===== src/rtl/spi_reg_pkg.sv =====
package spi_reg_pkg;
    localparam int BYTE_W   = 8;
    localparam int SHORT_AW = 6;
    localparam int LONG_AW  = 10;

    typedef enum logic [2:0] {
        ST_IDLE,
        ST_CMD_HI,
        ST_CMD_LO,
        ST_WR_DATA,
        ST_RD_DATA
    } ctrl_state_t;
endpackage


===== src/rtl/spi_pin_sync.sv =====
module spi_pin_sync #(
    parameter int STAGES = 2
) (
    input  logic clk,
    input  logic rst_n,
    input  logic sck_pin,
    input  logic cs_n_pin,
    input  logic mosi_pin,
    output logic sck_rise,
    output logic sck_fall,
    output logic cs_idle,
    output logic mosi_s
);
    logic [STAGES-1:0] sck_pipe, cs_pipe, mosi_pipe;
    logic              sck_last;

    generate
        for (genvar i = 0; i < STAGES; i++) begin : g_stage
            always_ff @(posedge clk or negedge rst_n) begin
                if (!rst_n) begin
                    sck_pipe[i]  <= 1'b0;
                    cs_pipe[i]   <= 1'b1;
                    mosi_pipe[i] <= 1'b0;
                end else if (i == 0) begin
                    sck_pipe[i]  <= sck_pin;
                    cs_pipe[i]   <= cs_n_pin;
                    mosi_pipe[i] <= mosi_pin;
                end else begin
                    sck_pipe[i]  <= sck_pipe[i-1];
                    cs_pipe[i]   <= cs_pipe[i-1];
                    mosi_pipe[i] <= mosi_pipe[i-1];
                end
            end
        end
    endgenerate

    always_ff @(posedge clk or negedge rst_n) begin
        if (!rst_n) sck_last <= 1'b0;
        else        sck_last <= sck_pipe[STAGES-1];
    end

    assign cs_idle  = cs_pipe[STAGES-1];
    assign mosi_s   = mosi_pipe[STAGES-1];
    assign sck_rise = !cs_idle &&  sck_pipe[STAGES-1] && !sck_last;
    assign sck_fall = !cs_idle && !sck_pipe[STAGES-1] &&  sck_last;
endmodule


===== src/rtl/spi_byte_engine.sv =====
module spi_byte_engine
    import spi_reg_pkg::*;
(
    input  logic              clk,
    input  logic              rst_n,
    input  logic              sck_rise,
    input  logic              sck_fall,
    input  logic              cs_idle,
    input  logic              mosi_s,
    input  logic              load,
    input  logic [BYTE_W-1:0] load_byte,
    output logic              byte_done,
    output logic [BYTE_W-1:0] rx_byte,
    output logic              miso
);
    localparam int CNT_W = $clog2(BYTE_W);

    logic [CNT_W-1:0]  bit_cnt;
    logic [BYTE_W-1:0] rx_sh;
    logic [BYTE_W-1:0] tx_sh;

    always_ff @(posedge clk or negedge rst_n) begin
        if (!rst_n) begin
            bit_cnt   <= '0;
            rx_sh     <= '0;
            rx_byte   <= '0;
            tx_sh     <= '0;
            byte_done <= 1'b0;
        end else if (cs_idle) begin
            bit_cnt   <= '0;
            tx_sh     <= '0;
            byte_done <= 1'b0;
        end else begin
            byte_done <= 1'b0;
            if (sck_rise) begin
                rx_sh   <= {rx_sh[BYTE_W-2:0], mosi_s};
                bit_cnt <= bit_cnt + 1'b1;
                if (bit_cnt == CNT_W'(BYTE_W - 1)) begin
                    byte_done <= 1'b1;
                    rx_byte   <= {rx_sh[BYTE_W-2:0], mosi_s};
                end
            end
            if (load)
                tx_sh <= load_byte;
            else if (sck_fall && bit_cnt != '0)
                tx_sh <= {tx_sh[BYTE_W-2:0], 1'b0};
        end
    end

    assign miso = tx_sh[BYTE_W-1];
endmodule


===== src/rtl/spi_cmd_fsm.sv =====
module spi_cmd_fsm
    import spi_reg_pkg::*;
(
    input  logic               clk,
    input  logic               rst_n,
    input  logic               cs_idle,
    input  logic               byte_done,
    input  logic [BYTE_W-1:0]  rx_byte,
    output ctrl_state_t        state_o,
    output logic [LONG_AW-1:0] reg_addr,
    output logic               reg_space,
    output logic [BYTE_W-1:0]  reg_wdata,
    output logic               reg_we,
    output logic               reg_re,
    output logic               load
);
    ctrl_state_t        state_q, state_d;
    logic [BYTE_W-1:0]  hi_q;
    logic [LONG_AW-1:0] addr_nxt;

    always_comb begin
        if (reg_space) addr_nxt = reg_addr + 1'b1;
        else           addr_nxt = {{(LONG_AW-SHORT_AW){1'b0}}, reg_addr[SHORT_AW-1:0] + 1'b1};
    end

    always_comb begin
        state_d = state_q;
        if (cs_idle) begin
            state_d = ST_IDLE;
        end else begin
            unique case (state_q)
                ST_IDLE:    state_d = ST_CMD_HI;
                ST_CMD_HI:
                    if (byte_done) begin
                        if (rx_byte[7])      state_d = ST_CMD_LO;
                        else if (rx_byte[0]) state_d = ST_WR_DATA;
                        else                 state_d = ST_RD_DATA;
                    end
                ST_CMD_LO:
                    if (byte_done)
                        state_d = rx_byte[4] ? ST_WR_DATA : ST_RD_DATA;
                ST_WR_DATA: state_d = ST_WR_DATA;
                ST_RD_DATA: state_d = ST_RD_DATA;
                default:    state_d = ST_IDLE;
            endcase
        end
    end

    always_ff @(posedge clk or negedge rst_n) begin
        if (!rst_n) state_q <= ST_IDLE;
        else        state_q <= state_d;
    end

    always_ff @(posedge clk or negedge rst_n) begin
        if (!rst_n) begin
            hi_q      <= '0;
            reg_addr  <= '0;
            reg_space <= 1'b0;
            reg_wdata <= '0;
            reg_we    <= 1'b0;
            reg_re    <= 1'b0;
            load      <= 1'b0;
        end else begin
            reg_we <= 1'b0;
            reg_re <= 1'b0;
            load   <= reg_re;
            if (reg_we) begin
                reg_addr <= addr_nxt;
            end else if (byte_done && !cs_idle) begin
                unique case (state_q)
                    ST_CMD_HI: begin
                        hi_q <= rx_byte;
                        if (!rx_byte[7]) begin
                            reg_space <= 1'b0;
                            reg_addr  <= {{(LONG_AW-SHORT_AW){1'b0}}, rx_byte[SHORT_AW:1]};
                            reg_re    <= !rx_byte[0];
                        end
                    end
                    ST_CMD_LO: begin
                        reg_space <= 1'b1;
                        reg_addr  <= {hi_q[6:0], rx_byte[7:5]};
                        reg_re    <= !rx_byte[4];
                    end
                    ST_WR_DATA: begin
                        reg_we    <= 1'b1;
                        reg_wdata <= rx_byte;
                    end
                    ST_RD_DATA: begin
                        reg_addr <= addr_nxt;
                        reg_re   <= 1'b1;
                    end
                    default: ;
                endcase
            end
        end
    end

    assign state_o = state_q;
endmodule


===== src/rtl/spi_dual_reg_slave.sv =====
module spi_dual_reg_slave
    import spi_reg_pkg::*;
#(
    parameter int SYNC_STAGES = 2
) (
    input  logic         clk,
    input  logic         rst_n,
    input  logic         spi_sck,
    input  logic         spi_cs_n,
    input  logic         spi_mosi,
    output logic         spi_miso,
    output logic [9:0]   reg_addr,
    output logic         reg_space,
    output logic [7:0]   reg_wdata,
    output logic         reg_we,
    output logic         reg_re,
    input  logic [7:0]   reg_rdata
);
    logic        sck_rise, sck_fall, cs_idle, mosi_s;
    logic        byte_done, load;
    logic [7:0]  rx_byte;
    ctrl_state_t ctrl_state;

    spi_pin_sync #(.STAGES(SYNC_STAGES)) u_sync (
        .clk      (clk),
        .rst_n    (rst_n),
        .sck_pin  (spi_sck),
        .cs_n_pin (spi_cs_n),
        .mosi_pin (spi_mosi),
        .sck_rise (sck_rise),
        .sck_fall (sck_fall),
        .cs_idle  (cs_idle),
        .mosi_s   (mosi_s)
    );

    spi_byte_engine u_eng (
        .clk       (clk),
        .rst_n     (rst_n),
        .sck_rise  (sck_rise),
        .sck_fall  (sck_fall),
        .cs_idle   (cs_idle),
        .mosi_s    (mosi_s),
        .load      (load),
        .load_byte (reg_rdata),
        .byte_done (byte_done),
        .rx_byte   (rx_byte),
        .miso      (spi_miso)
    );

    spi_cmd_fsm u_fsm (
        .clk       (clk),
        .rst_n     (rst_n),
        .cs_idle   (cs_idle),
        .byte_done (byte_done),
        .rx_byte   (rx_byte),
        .state_o   (ctrl_state),
        .reg_addr  (reg_addr),
        .reg_space (reg_space),
        .reg_wdata (reg_wdata),
        .reg_we    (reg_we),
        .reg_re    (reg_re),
        .load      (load)
    );
endmodule


===== config.mk =====
export PLATFORM = sky130hd
export DESIGN_NAME = spi_dual_reg_slave
export DESIGN_NICKNAME = d
export VERILOG_FILES = /design/src/rtl/spi_reg_pkg.sv /design/src/rtl/spi_pin_sync.sv /design/src/rtl/spi_byte_engine.sv /design/src/rtl/spi_cmd_fsm.sv /design/src/rtl/spi_dual_reg_slave.sv
export SDC_FILE = /design/constraint.sdc
export NUM_CORES = 1
export LEC_CHECK = 0
export BUFFER_PORTS_ARGS = -buffer_cell sky130_fd_sc_hd__buf_4
export CAP_MARGIN = 20
export CORE_ASPECT_RATIO = 0.5
export CORE_MARGIN = 3
export CORE_UTILIZATION = 50
export DETAILED_ROUTE_END_ITERATION = 16
export PLACE_DENSITY = 0.7
export REMOVE_ABC_BUFFERS = 1
export SLEW_MARGIN = 20
export SYNTH_ARGS = -nofsm -noshare
export SYNTH_HDL_FRONTEND = slang
export SYNTH_SLANG_ARGS = --single-unit
export TNS_END_PERCENT = 20

===== constraint.sdc =====
create_clock -name clk -period 4.75 [get_ports clk]
set_clock_uncertainty 0.2 [all_clocks]
set_input_delay 0.2375 -clock clk [delete_from_list [all_inputs] [get_ports clk]]
set_output_delay 0.2375 -clock clk [all_outputs]
set_load 0.01 [all_outputs]

Yosys cells after proc, flatten, opt, wreduce, memory -nomap -nowiden --
Cells that the tools add are included.
Word-level totals: word-level logic and storage cells 88, output and inout bits 22, register bits after elaboration 66, input bits 13
Operators by class: add/subtract/negate cells 3, reductions and logical operators 25, muxes and demuxes 29, eq/ne operators 9, bitwise logic cells 2
Operators with widths (count):
- 10-bit two-way mux | 4
- 10-bit case mux with 3 select lines | 1
- 3-bit two-way mux | 8
- 8-bit two-way mux | 3
- 3-bit case mux with 5 select lines | 1
- 3-bit AND reduction | 4
- 10-bit by 1-bit adder with 10-bit output (second input constant) | 1
- 1-bit two-way mux | 10
- 6-bit by 1-bit adder with 6-bit output (second input constant) | 1
- 3-bit by 2-bit == test with 1-bit output (second input constant) | 2
- 3-bit == test (second input constant) | 2
- 1-bit logical AND | 6
- 3-bit != test (second input constant) | 2
- 2-bit nonzero test | 3
- 3-bit nonzero test | 2
- 1-bit logical NOT | 5
- 2-bit AND reduction | 2
- 4-bit AND reduction | 1
- 4-bit nonzero test | 1
- 3-bit by 1-bit adder with 3-bit output (second input constant) | 1
- 3-bit by 1-bit == test with 1-bit output (second input constant) | 1
- 3-bit logical NOT | 1
- 3-bit by 2-bit != test with 1-bit output (second input constant) | 1
- 1-bit case mux with 3 select lines | 1
- other kinds (3) | 4

Logic depth before layout (Yosys ltp) --
Gate-level depths: netlist of run 1.
depth after elaboration 7, gate-level depth with buffers 6

Cells and area by module --
From an unflattened synthesis of run 1, not the netlist that was laid out.
Unflattened totals: cell total of the unflattened synthesis 253, area total of the unflattened synthesis 3066.7 sq um
By module, submodules not included:
- spi_cmd_fsm | seq. area each 800.8 sq um, instances 1, cells an instance 160, area an instance 1664.1 sq um
- spi_byte_engine | seq. area each 675.6 sq um, instances 1, cells an instance 84, area an instance 1209.9 sq um
- spi_pin_sync | seq. area each 177.7 sq um, instances 1, cells an instance 9, area an instance 192.7 sq um

Worst setup path after synthesis of run 1 --
OpenSTA, ideal clock, no wires.
path kind reg2reg, start register u_fsm.reg_we, end register u_fsm.reg_wdata[0], setup slack 2800 ps, arrival time 1626 ps, data required time 4425 ps, buffers on the path 1, stages on the path, launching flop included 6, period minus slack after synthesis 1950 ps, library setup time 125 ps, path through dfrtp_1 clkbuf_1 nor3b_1 nand2_1 nor2_4 mux2_2
On the way: word-level cells in the longest chain between the ends 2
RTL lines:
- start, declared | line spi_cmd_fsm.sv:13 | output logic reg_we,
- start signal, assigned | line spi_cmd_fsm.sv:60 | reg_we <= 1'b0;
- start signal, assigned | line spi_cmd_fsm.sv:64 | reg_we <= 1'b0;
- start signal, assigned | line spi_cmd_fsm.sv:85 | reg_we <= 1'b1;
- 1-bit inverter (no source line)
- 3-bit AND reduction (no source line)
- end signal, assigned | line spi_cmd_fsm.sv:86 | reg_wdata <= rx_byte;
- end, declared | line spi_cmd_fsm.sv:12 | output logic [BYTE_W-1:0] reg_wdata,
Every way passes these cells. A chain may end at the register's enable or synchronous reset.

Final worst setup path of run 1 --
start register u_fsm.state_q[2], in the netlist u_fsm.state_o[2], end register u_fsm.reg_addr[5]
On the way: word-level cells in the longest chain between the ends 4
RTL lines:
- start, declared | line spi_cmd_fsm.sv:17 | ctrl_state_t state_q, state_d;
- start signal, assigned | line spi_cmd_fsm.sv:51 | else state_q <= state_d;
- 3-bit == test (tied with other cells) | line spi_cmd_fsm.sv:70 | unique case (state_q)
- 10-bit case mux with 3 select lines | line spi_cmd_fsm.sv:70
- 10-bit two-way mux | line spi_cmd_fsm.sv:69 | end else if (byte_done && !cs_idle) begin
- 10-bit two-way mux | line spi_cmd_fsm.sv:67 | if (reg_we) begin
- end signal, assigned | line spi_cmd_fsm.sv:68 | reg_addr <= addr_nxt;
- end signal, assigned | line spi_cmd_fsm.sv:75 | reg_addr <= {{(LONG_AW-SHORT_AW){1'b0}}, rx_byte[SHORT_AW:1]};
- end signal, assigned | line spi_cmd_fsm.sv:81 | reg_addr <= {hi_q[6:0], rx_byte[7:5]};
- end, declared | line spi_cmd_fsm.sv:10 | output logic [LONG_AW-1:0] reg_addr,
Several ways; a longest one is shown, not always the timed one. The select of a mux whose other input is x is not followed.

==> results of run 1 <==
cells by family after synthesis:
| group | Yosys count | share of synthesized area [%] |
|---|---|---|
| mux | 46 | 16.5 |
| simple gates | 71 | 12.4 |
| fa+ha+maj | 4 | 1.63 |
| compound gates | 49 | 11.7 |
| buf+inv | 22 | 3.01 |
| flops | 66 | 53.8 |
| xor+xnor | 3 | 0.856 |
state kept, by name, summed over array words and instances, names as in the netlist:
| name | cells |
|---|---|
| u_fsm.load | 1 |
| u_sync.sck_pipe | 2 |
| u_eng.byte_done | 1 |
| u_fsm.reg_we | 1 |
| u_fsm.reg_addr | 10 |
| u_eng.bit_cnt | 3 |
| u_fsm.reg_re | 1 |
| u_eng.rx_sh | 7 |
| u_sync.mosi_pipe | 1 |
| u_sync.cs_idle | 1 |
| u_eng.rx_byte | 8 |
| u_eng.tx_sh | 8 |
| u_fsm.hi_q | 7 |
| u_fsm.reg_space | 1 |
| u_sync.cs_pipe | 1 |
| u_fsm.reg_wdata | 8 |
| u_sync.mosi_s | 1 |
| u_sync.sck_last | 1 |
| u_fsm.state_o | 3 |
critical path, stage by stage (launching register included):
cell	delay, ns
dfrtp_1	0.54
nor2b_4	0.22
o311a_4	0.43
or2_0	0.34
a221o_1	0.36
where the power goes:
group | internal [mW] | switching [mW] | leakage [nW]
Clock | 0.457 | 0.239 | 0.151
Sequential | 0.593 | 0.0246 | 0.889
Combinational | 0.0374 | 0.0286 | 0.703
Total | 1.09 | 0.292 | 1.74
layout make-up:
class	count	area, sq um	area share, %
Tap cell	73	91.3	2.45
Clock inverter	7	93.8	2.52
Inverter	7	26.3	0.706
Timing Repair Buffer	39	305	8.20
Clock buffer	9	225	6.05
Multi-Input combinational cell	173	1330	35.6
Sequential cell	66	1650	44.5
layer usage:
layer / global-route usage, % / wire (um) / up-vias / part of all wire [%]
li1: - / - / 1026 / -
met1: 25.0 / 2850 / 1050 / 46
met2: 30.7 / 2880 / 79 / 47
met3: 6.97 / 400 / 6 / 6.5
met4: 8.66 / 42 / 0 / 0.68
met5: 0 / 0 / - / 0
what timing repair did:
action                                 CTS  global route
gates resized for setup                  0             0
endpoints found under the hold margin   68             0
hold buffers                             5             0
setup buffers                            0             0
stage by stage:
| stage | instances | utilization (%) | hold WS (ns) | area (sq um) |
|---|---|---|---|---|
| detailed placement | 353 | 58.8 | 0.136 | 3350 |
| global route | 374 | 65.2 | 0.0997 | 3720 |
| global placement | 353 | 58.8 | 0.135 | 3350 |
| finish | 374 | 65.2 | 0.0848 | 3720 |
| floorplan | 246 | - | -0.258 | 3010 |
| CTS | 374 | 65.2 | 0.0686 | 3720 |
Yosys cell counts, drive strengths merged, types with 2 or more instances:
library cell and instances:
dfrtp 64, mux2 37, nor2 25, a21oi 11
mux2i 9, nand2 9, clkbuf 8, o22ai 8
buf 7, inv 7, o21ai 7, nor3 6
a22o 5, nand2b 5, nor2b 5, a222oi 4
ha 4, nand3 4, nor3b 4, and3 3
and2 2, dfstp 2, nand4 2, o2bb2ai 2
o31ai 2, o32ai 2, or2 2, xor2 2
final timing paths:
check                                      to  slack [ns]  cells after the start
min in group asynchronous   u_fsm.reg_addr[8]        0.34                      2
min                            u_eng.tx_sh[4]        0.08                      4
max reg2reg                 u_fsm.reg_addr[5]        2.53                      4
max in group asynchronous    u_fsm.state_o[0]        3.49                      2
max                         u_fsm.reg_addr[5]        2.53                      4
min reg2reg                u_sync.sck_pipe[1]        0.15                      0
==> summary.txt, run 1 <==
slew margin rel.: 46.7%
Min-Delay Startpoint: reg_rdata[4]
unrepaired setup endpoints after global routing: no
leading area contributor after synthesis: dfrtp_1
final setup vio count: 0
Placer Congestion: 0.824
PnR Total Power: 1.38 mW
Post-synth EDFFs: 0
Remaining DRCs: 0
status: finished clean
post-synthesis sequential area ratio: 53.8%
Max FO, Critical Path: 16
Root Driver: clkbuf_16
Fill cells: 441
Leakage: 1.74 nW
Yosys reg bits: 66
Synth Cell Area: 3070 sq um
hpwl dp: 4090 um
first-pass GRT wire length: 10400 um
Post-Synthesis Cells: 261
Synthesis Warnings: 0
critical path type: reg2reg
Inserted Clock Buffers: 9
ranking of synthesized cells by area: dfrtp_1 (52%), mux2_2 (14%), mux2i_1 (2.9%)
Worst Setup Start Kind: flop
vias in the first global route: 2219
post-placement worst setup slack: 2.56 ns
number of inserted diodes: 0
htree depth: 3
worst setup margin: 2.53 ns
# rows: 19
Initial DRC Count: 208
vias per cell: 5.78
routed len/inst: 16.5 um
CTS Sinks: 66
Setup crit end kind: flop
Syn-to-layout area delta: 21.1%
Final min period: 2.22 ns
FMAX: 451 MHz
most frequent cells in the layout: dfrtp_1 (64), mux2_2 (37), buf_4 (34)
synthesized area per cell: 11.8 sq um
layout cells sized above 1: 31.6%
worst vdd ir: 0.285 mV
max-slew violations: 0
worst path arrival time: 2.23 ns
Crit. Startpoint: u_fsm.state_o[2]
Core ar.: 5710 sq um
FFs w/ async S/R, synth: 100%
IO Pins: 35
WL final: 6170 um
Period Utilization, post-route: 46.7%
FF-to-FF Start: u_fsm.state_o[2]
worst slew pin tran: 0.799 ns
Starting Density: 53.8%
Critical Path RT: 4.76 ns
port bufs: 34
drt first pass iters: 5
Cell Pwr Density: 371 nW/um^2
CTS tree: yes
Clock Path Buffers: 2
pin count of the biggest net entering global routing: 67
Unique masters post-synth: 48
Die Area: 7180 sq um
GRT overflow: 0
total global-route track usage: 19.5%
Hold Fails Final Rpt: 0
worst hold path type: in2reg
Die Wd: 117 um
die height: 61.4 um
final setup TNS: 0 ns
top cell type's share of synthesized area: 52.1%
Skew-Pair Late Insertion Delay: 0.33 ns
most common cell after layout, fill and taps aside: dfrtp_1
ys flop type: dfrtp_1
Max Cap Violations: 0
CTS clk-pin slew, worst paths: 0.06 ns
Layout Nets: 313
DR vias: 2161
Detail Route Antenna Nets: 0
initial antenna violation count: 0
Note: power is estimated with default switching activity, not from simulation.
==> inputs of run 2 (changes only) <==
--- a/config.mk
+++ b/config.mk
@@ -11,7 +11,7 @@
 export CORE_MARGIN = 3
 export CORE_UTILIZATION = 50
 export DETAILED_ROUTE_END_ITERATION = 16
-export PLACE_DENSITY = 0.7
+export PLACE_DENSITY = 0.73
 export REMOVE_ABC_BUFFERS = 1
 export SLEW_MARGIN = 20
 export SYNTH_ARGS = -nofsm -noshare
==> constraint.sdc (replaced) <==
create_clock -name clk -period 1.9 [get_ports clk]
set_clock_uncertainty 0.2 [all_clocks]
set_input_delay 0.095 -clock clk [delete_from_list [all_inputs] [get_ports clk]]
set_output_delay 0.095 -clock clk [all_outputs]
set_load 0.01 [all_outputs]
==> run 2 against run 1 <==
- the flow now finishes with violations (hold timing)
- core utilization increased by 4.7 points
- cell count increased by 7.0%
- hold slack got worse by 0.092 ns
- sequential share of layout area decreased by 2.9 points
- wire length increased by 11%
- flip-flop and latch count unchanged
- fmax increased by 18%
- total power increased to 2.7 times the previous value
- cell area increased by 7.2%
- clock power increased to 2.8 times the previous value
- setup slack got worse by 2.5 ns
- critical endpoint is now u_fsm.reg_addr[9]
- largest power group unchanged
- highest routed layer unchanged
==> summary.txt, run 2 (same netlist as run 1, synthesis figures left out) <==
Skew-Pair Late Insertion Delay: 0.33 ns
Placed Cells: 373
DR vias: 2326
Die Wd: 117 um
Layout Nets: 339
GRT overflow: 0
Worst Setup Start Kind: flop
most frequent cells in the layout: dfrtp_1 (61), buf_4 (53), mux2_2 (37)
max FFs per register: 10
NetSw: 0.776 mW
post-placement worst setup slack: 0.0138 ns
CTS tree: yes
clock network power share: 52.4%
final std cells w/o fill: 400
status: finished, violations left
area of the multi-input gates: 1340 sq um
Hold Fails Final Rpt: 1
first-pass GRT wire length: 11200 um
Starting Density: 53.8%
critical path type: reg2reg
slew margin rel.: 46.0%
Placed Instance Area: 3500 sq um
htree depth: 3
worst vdd ir: 0.745 mV
failing checks: hold timing
WL final: 6840 um
port bufs: 34
hold_ws: -0.00771 ns
worst slew pin tran: 0.810 ns
sequential power share: 41.9%
Setup Buffers After CTS: 0
Root Driver: clkbuf_16
Inserted Clock Buffers: 9
PnR Total Power: 3.67 mW
combinational group share of total power: 5.6%
Syn-to-layout area delta: 29.8%
Initial DRC Count: 207
Leakage: 1.89 nW
Top Usage Layer GRT: met2
total global-route track usage: 21.3%
CTS clk-pin slew, worst paths: 0.05 ns
met3 Track Usage GR: 8.05%
Critical Path RT: 1.91 ns
GRT met1 Usage: 26.3%
Placer Congestion: 0.885
Period Utilization, post-route: 99.2%
CTS Sinks: 66
Core ar.: 5710 sq um
Cell Pwr Density: 920 nW/um^2
register bank with the most flops: u_fsm.reg_addr
final setup vio count: 0
worst setup margin: 0.0149 ns
most common cell after layout, fill and taps aside: dfrtp_1
initial antenna violation count: 0
hpwl dp: 4480 um
die height: 61.4 um
Max Cap Violations: 0
Fill cells: 414
FMAX: 530 MHz
unrepaired setup endpoints after global routing: yes
Final min period: 1.89 ns
pin count of the biggest net entering global routing: 67
Max FO, Critical Path: 8
routed len/inst: 17.1 um
max-slew violations: 0
IO Pins: 35
Remaining DRCs: 0
sequential cell area: 1660 sq um
Sw Ratio: 21.1%
met2 track demand over resource: 33.1%
number of inserted diodes: 0
worst hold path type: in2reg
Detail Route Antenna Nets: 0
layout cells sized above 1: 37.6%
worst path arrival time: 1.89 ns
vias per cell: 5.82
vias in the first global route: 2285
Int Pwr: 2.89 mW
drt first pass iters: 4
Clock Path Buffers: 2
Setup crit end kind: flop
Die Area: 7180 sq um
post-route cell area: 3990 sq um
# rows: 19
## run 2: cell types whose count changed in the layout (fill, tap and decap cells not counted), sizes merged
| cell | change |
|---|---|
| clkinv | -3 |
| inv | +3 |
| buf | +20 |
| bufinv | +1 |
| dlygate4sd3 | +6 |
| clkinvlp | -1 |
## run 2: final cells by class
cell class,count,area share [%]
clock buffers,9,5.65
clock inverters,7,3.11
inverters,7,0.659
multi-input cells,173,33.7
flip-flops and latches,66,41.6
well taps,73,2.29
repair buffers,65,13.0
## run 2: critical path, stage by stage, from the launching register on
cell and delay (ns):
dfrtp_2 0.45, nor2b_4 0.15, o311a_4 0.38, or2_4 0.24
buf_6 0.13, a22o_1 0.22
## run 2: stage by stage
| stage | setup TNS (ns) | utilization (%) | hold slack (ns) |
|---|---|---|---|
| detailed placement | 0 | 61.4 | 0.00451 |
| global placement | 0 | 61.4 | 0.00498 |
| CTS | 0 | 69.5 | 0.00427 |
| floorplan | -0.624 | - | -0.401 |
| finish | 0 | 69.9 | -0.00771 |
| global route | -0.0217 | 69.9 | 0.0246 |
## run 2: power groups by stage
stage / Combinational (mW) / Sequential [mW] / Clock, mW
final: 0.206 / 1.54 / 1.92
after global routing: 0.232 / 1.55 / 2.03
after CTS: 0.210 / 1.54 / 1.97
after detailed placement: 0.189 / 1.56 / 0
after global placement: 0.184 / 1.55 / 0
after floorplan: 0.102 / 1.55 / 0
## run 2: path summary, 6_finish.rpt
kind	startpoint	to	slack [ns]	depth (start not counted)
max	u_fsm.state_o[2]	u_fsm.reg_addr[9]	0.01	5
min	reg_rdata[7]	u_eng.tx_sh[7]	-0.008	4
max reg2reg	u_fsm.state_o[2]	u_fsm.reg_addr[9]	0.01	5
min reg2reg	u_sync.mosi_pipe[0]	u_sync.mosi_s	0.15	0
max in group asynchronous	rst_n	u_fsm.state_o[0]	0.72	2
min in group asynchronous	rst_n	u_fsm.reg_addr[3]	0.20	2
## run 2: routing by layer
metal,vias up,share of wire [%]
li1,1078,-
met1,1142,43
met4,0,2.9
met5,-,0
met3,22,6.1
met2,84,48
## run 2: timing repair
action                                  CTS  global route
hold endpoints to repair                 74             0
endpoints found under the setup margin    4            26
hold buffers                             11             0
resized for setup                         3             8
